### config.mk
export PLATFORM = sky130hd
export DESIGN_NAME = edge_down_counter_bank
export DESIGN_NICKNAME = d
export VERILOG_FILES = /design/src/rtl/edc_pkg.sv /design/src/rtl/bcd_down_sat.sv /design/src/rtl/ctr_edge_track.sv /design/src/rtl/ctr_word_ram.sv /design/src/rtl/ctr_next_state.sv /design/src/rtl/edge_down_counter_bank.sv
export SDC_FILE = /design/constraint.sdc
export NUM_CORES = 1
export LEC_CHECK = 0
export CORE_AREA = 2 2 186 188
export DETAILED_ROUTE_END_ITERATION = 10
export DIE_AREA = 0 0 188 190
export DONT_BUFFER_PORTS = 1
export PLACE_DENSITY_LB_ADDON = 0.25
export REMOVE_ABC_BUFFERS = 1
export SETUP_SLACK_MARGIN = 0.3
export SLEW_MARGIN = 20
export SYNTH_ARGS = -nofsm -noshare
export SYNTH_HDL_FRONTEND = slang
export SYNTH_SLANG_ARGS = --single-unit
### constraint.sdc
create_clock -name clk -period 6.2 [get_ports clk]
set_input_delay 0.62 -clock clk [delete_from_list [all_inputs] [get_ports clk]]
set_output_delay 0.62 -clock clk [all_outputs]
set_load 0.1 [all_outputs]
### src/rtl/edc_pkg.sv
package edc_pkg;
  typedef logic [3:0] bcd_digit_t;
  localparam bcd_digit_t BCD_NINE = 4'd9;
  localparam bcd_digit_t BCD_ZERO = 4'd0;
endpackage

### src/rtl/bcd_down_sat.sv
module bcd_down_sat #(
  parameter int DIGITS = 4,
  localparam int W = 4 * DIGITS
) (
  input  logic [W-1:0] din,
  output logic [W-1:0] dout,
  output logic         was_zero
);
  import edc_pkg::*;

  logic [DIGITS:0] brw;
  logic [W-1:0]    dec;

  assign brw[0] = 1'b1;

  for (genvar g = 0; g < DIGITS; g++) begin : g_dig
    bcd_digit_t d;
    assign d = din[4*g +: 4];
    assign dec[4*g +: 4] = brw[g] ? ((d == BCD_ZERO) ? BCD_NINE : d - 4'd1) : d;
    assign brw[g+1] = brw[g] & (d == BCD_ZERO);
  end

  // a borrow out of the top digit means every digit was zero
  assign was_zero = brw[DIGITS];
  assign dout     = was_zero ? din : dec;
endmodule

### src/rtl/ctr_edge_track.sv
module ctr_edge_track #(
  parameter int NUM_CTR = 16,
  localparam int IDX_W = (NUM_CTR > 1) ? $clog2(NUM_CTR) : 1
) (
  input  logic             clk,
  input  logic             rst,
  input  logic             we,
  input  logic [IDX_W-1:0] idx,
  input  logic             cnt_now,
  input  logic             rst_now,
  output logic             cnt_prev,
  output logic             rst_prev
);
  logic [NUM_CTR-1:0] cnt_hist;
  logic [NUM_CTR-1:0] rst_hist;

  always_ff @(posedge clk) begin
    if (rst) begin
      cnt_hist <= '0;
      rst_hist <= '0;
    end else if (we) begin
      cnt_hist[idx] <= cnt_now;
      rst_hist[idx] <= rst_now;
    end
  end

  assign cnt_prev = cnt_hist[idx];
  assign rst_prev = rst_hist[idx];
endmodule

### src/rtl/ctr_word_ram.sv
module ctr_word_ram #(
  parameter int DEPTH = 16,
  parameter int WIDTH = 17,
  localparam int AW = (DEPTH > 1) ? $clog2(DEPTH) : 1
) (
  input  logic             clk,
  input  logic             we,
  input  logic [AW-1:0]    addr,
  input  logic [WIDTH-1:0] wdata,
  output logic [WIDTH-1:0] rdata
);
  logic [WIDTH-1:0] mem [DEPTH];

  always_ff @(posedge clk) begin
    if (we) mem[addr] <= wdata;
  end

  assign rdata = mem[addr];
endmodule

### src/rtl/ctr_next_state.sv
module ctr_next_state #(
  parameter int DIGITS = 4,
  localparam int W = 4 * DIGITS
) (
  input  logic         cnt_now,
  input  logic         cnt_prev,
  input  logic         rst_now,
  input  logic         rst_prev,
  input  logic [W-1:0] preset,
  input  logic [W-1:0] cur_pv,
  input  logic         cur_done,
  output logic [W-1:0] nxt_pv,
  output logic         nxt_done
);
  logic [W-1:0] dec_pv;
  logic         unused_zero;

  bcd_down_sat #(.DIGITS(DIGITS)) u_dec (
    .din      (cur_pv),
    .dout     (dec_pv),
    .was_zero (unused_zero)
  );

  always_comb begin
    nxt_pv   = cur_pv;
    nxt_done = cur_done;
    if (rst_now) begin
      nxt_done = 1'b0;
      if (!rst_prev) nxt_pv = preset;
    end else if (cnt_now && !cnt_prev) begin
      nxt_pv = dec_pv;
      if (dec_pv == '0 || unused_zero) nxt_done = 1'b1;
    end
  end
endmodule

### src/rtl/edge_down_counter_bank.sv
module edge_down_counter_bank #(
  parameter int NUM_CTR = 16,
  parameter int DIGITS  = 4,
  localparam int IDX_W = (NUM_CTR > 1) ? $clog2(NUM_CTR) : 1,
  localparam int VAL_W = 4 * DIGITS
) (
  input  logic             clk,
  input  logic             rst,
  input  logic             scan_valid,
  input  logic [IDX_W-1:0] scan_idx,
  input  logic             cnt_cond,
  input  logic             rst_cond,
  input  logic [VAL_W-1:0] set_bcd,
  output logic             out_valid,
  output logic [VAL_W-1:0] pv_bcd,
  output logic             done_flag
);
  localparam int WORD_W = VAL_W + 1;

  logic              cnt_prev, rst_prev;
  logic [WORD_W-1:0] cur_word, nxt_word;
  logic [VAL_W-1:0]  nxt_pv;
  logic              nxt_done;
  logic              wr_en;

  assign wr_en = scan_valid && !rst;

  ctr_edge_track #(.NUM_CTR(NUM_CTR)) u_hist (
    .clk      (clk),
    .rst      (rst),
    .we       (wr_en),
    .idx      (scan_idx),
    .cnt_now  (cnt_cond),
    .rst_now  (rst_cond),
    .cnt_prev (cnt_prev),
    .rst_prev (rst_prev)
  );

  ctr_word_ram #(.DEPTH(NUM_CTR), .WIDTH(WORD_W)) u_ram (
    .clk   (clk),
    .we    (wr_en),
    .addr  (scan_idx),
    .wdata (nxt_word),
    .rdata (cur_word)
  );

  ctr_next_state #(.DIGITS(DIGITS)) u_nxt (
    .cnt_now  (cnt_cond),
    .cnt_prev (cnt_prev),
    .rst_now  (rst_cond),
    .rst_prev (rst_prev),
    .preset   (set_bcd),
    .cur_pv   (cur_word[VAL_W-1:0]),
    .cur_done (cur_word[VAL_W]),
    .nxt_pv   (nxt_pv),
    .nxt_done (nxt_done)
  );

  assign nxt_word = {nxt_done, nxt_pv};

  always_ff @(posedge clk) begin
    if (rst) begin
      out_valid <= 1'b0;
      pv_bcd    <= '0;
      done_flag <= 1'b0;
    end else begin
      out_valid <= scan_valid;
      if (scan_valid) begin
        pv_bcd    <= nxt_pv;
        done_flag <= nxt_done;
      end
    end
  end
endmodule

==> results of run 1 <==
## final timing paths
check	to	cells after the start	slack [ns]
min	pv_bcd[6]	1	0.18
max	u_ram.mem[1][10]	9	2.44
min reg2reg	u_hist.cnt_hist[2]	2	0.45
max reg2reg	u_ram.mem[1][10]	9	2.44
## cells in the final DEF, fill, tap and decap left out, drive strengths merged, types with 2 or more instances in the layout
cell type	instances
a21o	3
nand2	107
a211oi	8
a22oi	33
or3	3
clkinv	14
nand4	4
inv	17
o311ai	2
or2	3
or4	2
o32ai	2
clkbuf	46
nor2	40
a31oi	5
a311oi	2
nand3	8
nor2b	12
and2	3
mux2	7
nor3	9
and3	2
mux4	78
o21a	6
and4	2
mux2i	16
diode	3
buf	15
a21oi	34
nor4	2
nor3b	4
xnor2	2
o211ai	3
o31ai	2
dfxtp	50
edfxtp	272
o21ai	15
## where the power goes
| part | total (uW) | switching, uW | internal, uW |
|---|---|---|---|
| clock | 1910 | 815 | 1100 |
| combinational | 268 | 165 | 103 |
| sequential | 2480 | 75.0 | 2400 |
| total | 4660 | 1050 | 3600 |
## per-layer routing
metal,track usage,wire length [um],vias up
li1,-,-,3212
met5,0,50,-
met3,0.03597,1717,52
met1,0.2555,14450,3661
met2,0.2881,15220,182
met4,0.04331,568,8
## area by class of cell
class,count,area [um2]
clock inverters,17,120.1
flip-flops and latches,322,9169
fillers,2974,19120
diodes,3,7.507
clock buffers,45,923.4
inverters,16,60.06
well taps,455,569.3
multi-input cells,426,3854
repair buffers,16,120.1
## flip-flops by register name (all words and copies together) (netlist names)
register	flops
done_flag	1
out_valid	1
pv_bcd	16
u_hist.cnt_hist	16
u_hist.rst_hist	16
u_ram.mem	272
## worst max-delay path: stages, from the launching register on
cell and delay [ns]:
dfxtp_1 0.33, mux4_2 0.50, a22oi_1 0.20, nand3_1 0.41
nor4_2 0.37, nand4_1 0.14, a311oi_1 0.40, nand2_1 0.09
and3_1 0.21, nor2_1 0.77
## through the flow
step / utilization / hold slack (ns) / instances / total power (uW) / setup WS (ns)
after floorplan: - / 0.4271 / 764 / 2707 / 2.436
after global placement: 0.4045 / 0.4332 / 1234 / 2786 / 2.100
after detailed placement: 0.4049 / 0.4409 / 1234 / 2791 / 2.029
after CTS: 0.4356 / 0.1587 / 1296 / 4701 / 2.478
after global routing: 0.4364 / 0.1562 / 1297 / 4811 / 2.195
final: 0.4366 / 0.1766 / 1300 / 4659 / 2.440
## cells by family after synthesis
group,synth area share
and+or+nand+nor,0.07345
xor gates and xnor gates,0.001983
muxes,0.1506
DFF,0.6918
AOI/OAI and AO/OA,0.06023
buffers and inverters,0.02190
==> out/results.tsv, run 1 <==
stage	metric	value	unit
timing	drv_slew	0	
grt	grt_start_max_net_pins	81	
finish	area_growth	11.85	%
critical_path	critPathLaunchType	register	
clock_tree	clock_latency	0.51	ns
logic_synthesis	synth_most_common_cell	edfxtp_1	
timing	tns	0	ns
logic_synthesis	ys_seq_elements	322	
grt	grt.overflow.total	0	
logic_synthesis	synth_warnings	0	
timing	finalClockSkew	0.01598	ns
drt	antenna_left	0	
clock_tree	postCtsSetupBuffers	0	
timing	min_period_over_period	0.6065	
drt	remaining_drc_errors	0	
timing	min_period	3.760	ns
critical_path	r2r-start	u_hist.cnt_hist[15]	
power_and_ir_drop	ir_drop	0.1718	mV
floorplan	die_w	188	um
timing	worst_pin_slew	1.105	ns
clock_tree	htreeDepth	2	
logic_synthesis	ys.flop_type	edfxtp_1	
clock_tree	cts_made_buffers	35	
logic_synthesis	yosysUniqueCellTypes	62	
timing	hold_viol	0	
critical_path	cp.arrival	3.92	ns
logic_synthesis	synth_area	13250	um2
run_status	run_status	completed	
logic_synthesis	synth_common_cells	272 x edfxtp_1, 104 x nand2_1, 78 x mux4_2	
finish	finalInstanceArea	14820	um2
power_and_ir_drop	power_leakage	0.004721	uW
floorplan	core-area	33950	um2
logic_synthesis	synth_top_area_share	0.6163	
power_and_ir_drop	p_per_area	314.3	nW/um2
grt	antenna_found_initial	7	
clock_tree	cts_hold_buf	0	
timing	relSlewSlack	0.2627	
floorplan	ios	43	
logic_synthesis	synth_top_area_cell	edfxtp_1	
floorplan	core.rowCount	68	
place	dp_hpwl	19400	um
grt	grt_pass1_vias	6867	
timing	setup_viol	0	
grt	grt_pass1_wl	46950	um
logic_synthesis	synthTopCellsByArea	edfxtp_1 62%, mux4_2 13%, dfxtp_1 7.6%	
clock_tree	clock_sinks	322	
drt	first_iter_violations	629	
floorplan	initial_core_util	0.3904	
logic_synthesis	yosysSeqAreaShare	0.6918	
critical_path	crit_type	reg -> reg	
place	gp_congestion	0.8452	
finish	drive_gt1_frac	0.2162	
critical_path	cp-end-kind	register	
timing	fmax	0.2660	GHz
floorplan	die_area	35720	um2
clock_tree	root_buffer	clkbuf_16	
clock_tree	postCtsResizedCells	0	
drt	drt-pass1-iter-count	5	
logic_synthesis	synthArstFlopShare	0	
critical_path	startpoint	u_hist.cnt_hist[15]	
drt	viasPerCell	5.473	
clock_tree	cts_buffer_depth	3	
min_path	hold_path.class	in -> reg	
logic_synthesis	syn_area_per_cell	16.38	um2
clock_tree	cts_tree	done	
drt	num_vias	7115	
timing	rsz0062_at_grt	no	
logic_synthesis	syn_inst	809	
grt	grtUsageTotal	0.1803	
logic_synthesis	synth-edff-count	272	
finish	nNetsFinal	842	
min_path	worstHoldStart	rst	
drt	routed_wl	32000	um
flow_run	max-cap-violations	0	
critical_path	cp_max_fo	16	
critical_path	required	6.36	ns
place	portBuffers	0	
place	place_area	13740	um2
clock_tree	path_clk_slew	0.06	ns
floorplan	die-height	190	um
drt	avgRoutedWirePerCell	24.62	um
(Power assumes the default switching activity.)
==> inputs of run 2 (changes only) <==
- ABC_AREA: not set -> 1
- CORE_AREA: 2 2 186 188 -> 2 2 191 193
- DIE_AREA: 0 0 188 190 -> 0 0 193 195
- clock period: 6.2 -> 3.8 ns (I/O delays scaled with it)
==> run 2 against run 1 <==
  * Clock skew increased by 0.010 ns
  * Highest routed layer unchanged
  * Flip-flop and latch count unchanged
  * Synthesized cell count up 82%
  * Combinational power rose by 130%
  * Die area is 5.4% higher
  * Non-clock buffer count is 34 higher
  * Final cell count is 53% higher
  * Sequential share of layout area is 3.9 points lower
  * Critical path type is now in -> reg
  * Wire length grew 23%
==> out/results.tsv, run 2 <==
stage	metric	value	unit	change
run_status	run_status	completed		
grt	grt_start_max_net_pins	126		+56%
critical_path	cp_max_fo	125		+109
logic_synthesis	synth_compound_area_frac	0.07110		+0.01086
timing	hold_viol	0		unchanged
floorplan	die_area	37640	um2	+5.4%
drt	routed_wl	39490	um	+23%
drt	viasPerCell	5.248		-4.1%
clock_tree	clock_sinks	322		unchanged
critical_path	required	4.05	ns	-2.31 ns
logic_synthesis	synth_common_cells	658 x nand2_1, 272 x edfxtp_1, 86 x o21ai_0		
place	pre_cts_slack	0.4046	ns	-1.625 ns
min_path	hold_path.class	in -> reg		
power_and_ir_drop	p_per_area	496.1	nW/um2	+58%
finish	drive_gt1_frac	0.09282		-0.1233
drt	num_vias	10410		+46%
critical_path	critPathLaunchType	input pin		
logic_synthesis	yosysSeqAreaShare	0.6513		-0.04058
logic_synthesis	synthArstFlopShare	0		unchanged
critical_path	cp-end-kind	register		
logic_synthesis	synth_top_family_by_area	simple AND/OR/NAND/NOR gates		
timing	worst_pin_slew	1.118	ns	+0.01328 ns
timing	hold-worst-slack	0.01492	ns	-0.1617 ns
logic_synthesis	synth_top_area_share	0.5802		-0.03615
floorplan	die_w	193	um	+2.7%
logic_synthesis	yosys.area_share.adder	0		unchanged
drt	drt-pass1-iter-count	5		unchanged
drt	first_iter_violations	1047		+66%
place	gp_congestion	0.8482		+0.35%
grt	grtUsageMet1	0.3201		+0.06457
critical_path	r2r_slack	0.80	ns	-1.64 ns
clock_tree	postCtsSetupBuffers	0		unchanged
timing	tns	0	ns	unchanged
finish	area_growth	12.43	%	
logic_synthesis	syn_inst	1471		+82%
drt	antenna_left	0		unchanged
floorplan	die-height	195	um	+2.6%
logic_synthesis	syn_area_per_cell	9.571	um2	-42%
timing	rsz0062_at_grt	no		
clock_tree	htreeDepth	2		unchanged
logic_synthesis	synth_most_common_cell	nand2_1		
finish	fin_cells	1984		+53%
logic_synthesis	synth_xor_area_frac	0.0006221		-0.001361
logic_synthesis	yosysUniqueCellTypes	31		-50%
finish	final_common_cell	nand2_1		
floorplan	core-area	35400	um2	+4.3%
grt	busiest_layer	met1		
logic_synthesis	synth_top_area_cell	edfxtp_1		
finish	largest_reg_flops	272		unchanged
flow_run	max-cap-violations	0		unchanged
clock_tree	cts_buffer_depth	3		unchanged
timing	min_period	3.046	ns	
floorplan	core.rowCount	69		+1.5%
drt	avgRoutedWirePerCell	19.90	um	-19%
grt	grt.overflow.total	0		unchanged
floorplan	ios	43		unchanged
logic_synthesis	synth_warnings	0		unchanged
logic_synthesis	synthTopCellsByArea	edfxtp_1 58%, nand2_1 18%, dfxtp_1 7.1%		
place	dp_hpwl	23000	um	+19%
critical_path	cp.arrival	3.29	ns	-0.63 ns
finish	num-fill-cells	3342		+12%
timing	relSlewSlack	0.2500		-0.01265
critical_path	crit_type	in -> reg		
power_and_ir_drop	ir_drop	0.2936	mV	+71%
min_path	worstHoldStart	cnt_cond		
floorplan	initial_core_util	0.3977		+0.007350
timing	fmax	0.3283	GHz	
clock_tree	cts_made_buffers	36		+2.9%
critical_path	r2r-start	u_ram.mem[9][0]		
power_and_ir_drop	power_leakage	0.006359	uW	+35%
timing	min_period_over_period	0.8015		
finish	layout_common_cells	658 x nand2_1, 272 x edfxtp_1, 85 x o21ai_0		
grt	grtUsageTotal	0.2116		+0.03129
logic_synthesis	ys_seq_elements	322		unchanged
grt	use_met2	0.3089		+0.02080
finish	regMostFlops	u_ram.mem		
grt	grt_pass1_wl	59310	um	+26%
clock_tree	cts_tree	done		
critical_path	rr_worst_depth	17		+8
critical_path	reg2reg_to	u_ram.mem[7][16]		
logic_synthesis	synthMuxAreaShare	0		-0.1506
timing	drv_slew	0		unchanged
min_path	whs_endpoint	u_hist.cnt_hist[13]		
place	dp_cells	1915		+55%
place	portBuffers	0		unchanged
logic_synthesis	synthSimpleGateAreaFrac	0.2295		+0.1560
grt	grt_pass1_vias	9727		+42%
timing	setup_viol	0		unchanged
logic_synthesis	synth_area	14080	um2	+6.2%
logic_synthesis	ys.flop_type	edfxtp_1		
logic_synthesis	synth-edff-count	272		unchanged
drt	remaining_drc_errors	0		unchanged
timing	setup_ws	0.7545	ns	-1.685 ns
grt	antenna_found_initial	5		-2
finish	nNetsFinal	1519		+80%
clock_tree	path_clk_slew	0.05	ns	about the same
clock_tree	root_buffer	clkbuf_16		
clock_tree	clock_latency	0.52	ns	about the same
min_path	hold_path_depth	2		+1
timing	finalClockSkew	0.02637	ns	+0.01039 ns
grt	grt_util_met3	0.04493		+0.008960
-- run 2: cell types whose count changed in the layout (fill, tap and decap cells not counted), moves of 12 or more --
cell	previous run	this run
o21ai_0	12	85
buf_4	15	45
nand3_1	7	36
mux2i_1	16	0
a22oi_1	31	2
a21oi_1	33	63
inv_1	13	69
o21ai_1	3	15
mux4_2	78	0
nand2_1	104	658
nor2_1	37	56
nor2_2	2	35
o22ai_1	0	15
nand4_1	3	18
-- run 2: critical path, cell delays in order --
cell and delay (ns):
nand2_1 0.18, inv_1 0.29, nand2_1 0.20, nand3_1 0.09, nand2_1 0.08, nand2_1 0.07, nor2_2 0.26, nand2_2 0.10
nor2_2 0.16, nand4_2 0.28, a21oi_1 0.24, nand2_1 0.07, nor2_1 0.13, nand3_1 0.12, nand2_1 0.08, nand2_1 0.08
inv_1 0.35
-- run 2: worst max-delay path by stage --
| stage | start | to | slack (ns) | depth (start not counted) |
|---|---|---|---|---|
| finish | scan_idx[0] | u_ram.mem[7][16] | 0.75 | 17 |
| global route | u_ram.mem[14][0] | u_ram.mem[11][16] | 0.49 | 21 |
| CTS | u_ram.mem[5][4] | u_ram.mem[7][16] | 0.86 | 17 |
| detailed placement | scan_idx[0] | u_ram.mem[4][7] | 0.40 | 14 |
| global placement | scan_idx[0] | u_ram.mem[5][7] | 0.45 | 14 |
| floorplan | scan_idx[1] | u_ram.mem[0][13] | 0.20 | 10 |
-- run 2: cell families after synthesis --
| logic type | Yosys count |
|---|---|
| and+or+nand+nor | 814 |
| DFF | 322 |
| AOI/OAI and AO/OA | 190 |
| buffers and inverters | 144 |
| xor gates and xnor gates | 1 |
-- run 2: layout make-up --
type | instances | area (um2) | share of cell area
Clock inverter | 8 | 33.78 | 0.002134
Tap cell | 461 | 576.8 | 0.03644
Sequential cell | 322 | 9169 | 0.5792
Multi-Input combinational cell | 1005 | 4299 | 0.2716
Timing Repair Buffer | 50 | 417.9 | 0.02640
Inverter | 79 | 299.0 | 0.01889
Antenna cell | 4 | 10.01 | 0.0006324
Clock buffer | 55 | 1023 | 0.06466
-- run 2: layer usage --
metal  wire length, um  vias to the layer above
li1                  -                     4942
met1             18360                     5012
met2             17230                      398
met3              3191                       55
met4               678                        6
met5                32                        -
-- run 2: metrics by stage --
step	total power, uW	instance area, um2	utilization
floorplan	4526	13710	-
global placement	4744	14730	0.4161
detailed placement	4750	14730	0.4162
CTS	7890	15810	0.4466
global route	8130	15820	0.4470
finish	7853	15830	0.4472
-- run 2: report_power, final --
group	internal, uW	switching [uW]	total (uW)
Sequential	3930	125	4060
Combinational	171	458	629
Clock	1850	1320	3170
Total	5950	1900	7850
-- run 2: repair_timing --
item / CTS / global route
resized for setup: 0 / 0
endpoints found under the hold margin: 5 / 0
hold buffers: 2 / 0
==> inputs of run 3 (changes only) <==
- ABC_AREA: 1 -> 0
- CORE_AREA: 2 2 191 193 -> 2 2 186 188
- DIE_AREA: 0 0 193 195 -> 0 0 188 190
- clock period: 3.8 -> 2.7 ns (I/O delays scaled with it)
==> run 3 against run 2 <==
  * The run now ends with setup timing left
  * First-iteration DRC count down 37%
  * Clock-buffer cell count down 5
  * Register-to-register slack worse by 1.2 ns
  * Clock power up 42%
  * Critical path type is now reg -> reg
  * Highest routed layer unchanged
==> out/results.tsv, run 3 (same netlist as run 1, synthesis figures left out) <==
stage	metric	value	unit	change
place	pre_cts_slack	-0.6770	ns	-1.082 ns
finish	fin_cells	1477		-26%
finish	drive_gt1_frac	0.4286		+0.3357
floorplan	core-area	33950	um2	-4.1%
timing	rsz0062_at_grt	yes		
grt	grt_pass1_wl	53680	um	-9.5%
min_path	hold_path.class	in -> reg		
timing	setup_viol	287		+287
critical_path	cpMaxStageDelayCell	mux4_2		
finish	multi_input_area	4444	um2	+3.4%
grt	antenna_found_initial	6		+1
floorplan	die-height	190	um	-2.6%
finish	nNetsFinal	1022		-33%
grt	grt_start_max_net_pins	81		-36%
timing	hold_viol	0		unchanged
grt	grt.overflow.total	0		unchanged
power_and_ir_drop	power_leakage	0.005920	uW	-6.9%
floorplan	die_w	188	um	-2.6%
clock_tree	root_buffer	clkbuf_16		
timing	min_period_over_period	1.135		
floorplan	die_area	35720	um2	-5.1%
run_status	run_status	finished, violations left		
finish	final-seq-area	9170	um2	about the same
critical_path	critPathLaunchType	register		
finish	finalInstanceArea	17230	um2	+8.8%
critical_path	cp.arrival	3.29	ns	about the same
place	dp_cells	1344		-30%
clock_tree	clock_latency	0.51	ns	about the same
drt	remaining_drc_errors	0		unchanged
finish	layout_common_cells	272 x edfxtp_1, 114 x buf_4, 90 x nand2_1		
timing	min_period	3.063	ns	
clock_tree	cts_made_buffers	36		unchanged
finish	regMostFlops	u_ram.mem		
drt	routed_wl	37040	um	-6.2%
clock_tree	clock_sinks	322		unchanged
drt	avgRoutedWirePerCell	25.08	um	+26%
critical_path	crit_chain	mux4_2 -> a22oi_2 -> nand3_2 -> buf_6 -> nor4_4 -> buf_4 -> nand2_4 -> or3_4 -> and2_4 -> o31a_4		
drt	antenna_left	0		unchanged
timing	setup_ws	-0.3633	ns	-1.118 ns
clock_tree	cts_tree	done		
timing	drv_slew	0		unchanged
finish	n_antenna_cell	0		-4
place	place_area	14700	um2	-0.25%
drt	viasPerCell	5.554		+5.8%
run_status	violations	setup timing		
critical_path	max_stage_delay	0.47	ns	+0.12 ns
place	portBuffers	0		unchanged
floorplan	ios	43		unchanged
critical_path	cp-end-kind	register		
flow_run	max-cap-violations	0		unchanged
floorplan	initial_core_util	0.3904		-0.007350
finish	num-fill-cells	2783		-17%
clock_tree	path_clk_slew	0.06	ns	about the same
place	dp_hpwl	21410	um	-6.9%
finish	area_growth	29.99	%	
timing	finalClockSkew	0.01514	ns	-0.01123 ns
timing	fmax	0.3264	GHz	
critical_path	crit_type	reg -> reg		
power_and_ir_drop	p_per_area	663.3	nW/um2	+34%
floorplan	core.rowCount	68		-1.4%
critical_path	cp_max_fo	8		-94%
clock_tree	htreeDepth	2		unchanged
timing	worst_pin_slew	1.085	ns	-0.03336 ns
clock_tree	cts_buffer_depth	3		unchanged
finish	largest_reg_flops	272		unchanged
grt	grt_pass1_vias	8244		-15%
critical_path	required	2.93	ns	-1.12 ns
drt	first_iter_violations	663		-37%
drt	drt-pass1-iter-count	5		unchanged
power_and_ir_drop	ir_drop	0.3882	mV	+32%
place	gp_congestion	0.8327		-1.8%
grt	grtUsageTotal	0.2056		-0.006072
finish	final_common_cell	edfxtp_1		
drt	num_vias	8203		-21%
timing	relSlewSlack	0.2745		+0.02446
run 3: cell count changes in the layout (fill, tap and decap cells not counted), sizes merged, moves of 15 or more:
cell | previous run | this run
a22oi | 2 | 33
nand4 | 19 | 4
o22ai | 16 | 0
nand2 | 661 | 107
mux4 | 0 | 78
nor2 | 93 | 41
nand3 | 36 | 8
buf | 48 | 185
mux2i | 0 | 16
a21oi | 64 | 34
o21ai | 102 | 15
inv | 75 | 17
run 3: metrics by stage:
stage                     TNS (ns)  power (uW)  hold slack, ns  utilization
after global routing        -94.44       11790         0.05459       0.5075
after CTS                   -56.89       11350        0.007061       0.4910
final                       -69.02       11430         0.04464       0.5075
after floorplan             -50.16        6216          0.3391            -
after global placement      -93.83        6592          0.3496       0.4329
after detailed placement    -95.73        6605          0.3514       0.4329
run 3: timing repair:
| action | CTS | global route |
|---|---|---|
| pin swaps | 64 | 38 |
| endpoints found under the hold margin | 49 | 0 |
| gates cloned | 10 | 7 |
| setup buffers | 30 | 17 |
| setup endpoints to repair | 289 | 289 |
| hold buffers | 6 | 0 |
| resized for setup | 118 | 84 |
run 3: final cells by class:
cell class | count | share of cell area
Clock inverter | 13 | 0.004358
Inverter | 16 | 0.003486
Sequential cell | 322 | 0.5323
Multi-Input combinational cell | 429 | 0.2580
Tap cell | 455 | 0.03305
Clock buffer | 50 | 0.05832
Timing Repair Buffer | 192 | 0.1105
run 3: worst paths after layout:
kind | startpoint | to | slack (ns) | depth (start not counted)
max | u_hist.cnt_hist[11] | u_ram.mem[7][14] | -0.36 | 10
min | scan_valid | pv_bcd[15] | 0.04 | 3
max reg2reg | u_hist.cnt_hist[11] | u_ram.mem[7][14] | -0.36 | 10
min reg2reg | u_hist.cnt_hist[2] | u_hist.cnt_hist[2] | 0.45 | 2
run 3: worst max-delay path: cells and delay by family, from the launching register on:
kind	cells	cell delay [ns]
flip-flops	1	0.31
AND/OR/NAND/NOR	5	1.06
AO/OA/AOI/OAI	2	0.60
buffers and inverters	2	0.33
multiplexers	1	0.47
run 3: metal layers:
metal | vias to the layer above | wire length [um] | track usage
met5 | - | 41 | 0
met4 | 6 | 1045 | 0.05845
met3 | 79 | 2155 | 0.03911
met2 | 256 | 18140 | 0.3442
met1 | 4289 | 15660 | 0.2750
li1 | 3573 | - | -
run 3: report_power, final:
part,leakage [uW],switching [uW],internal [uW],total [uW]
clock,0.000531,1880,2600,4490
combinational,0.00253,735,640,1370
sequential,0.00286,51.1,5520,5570
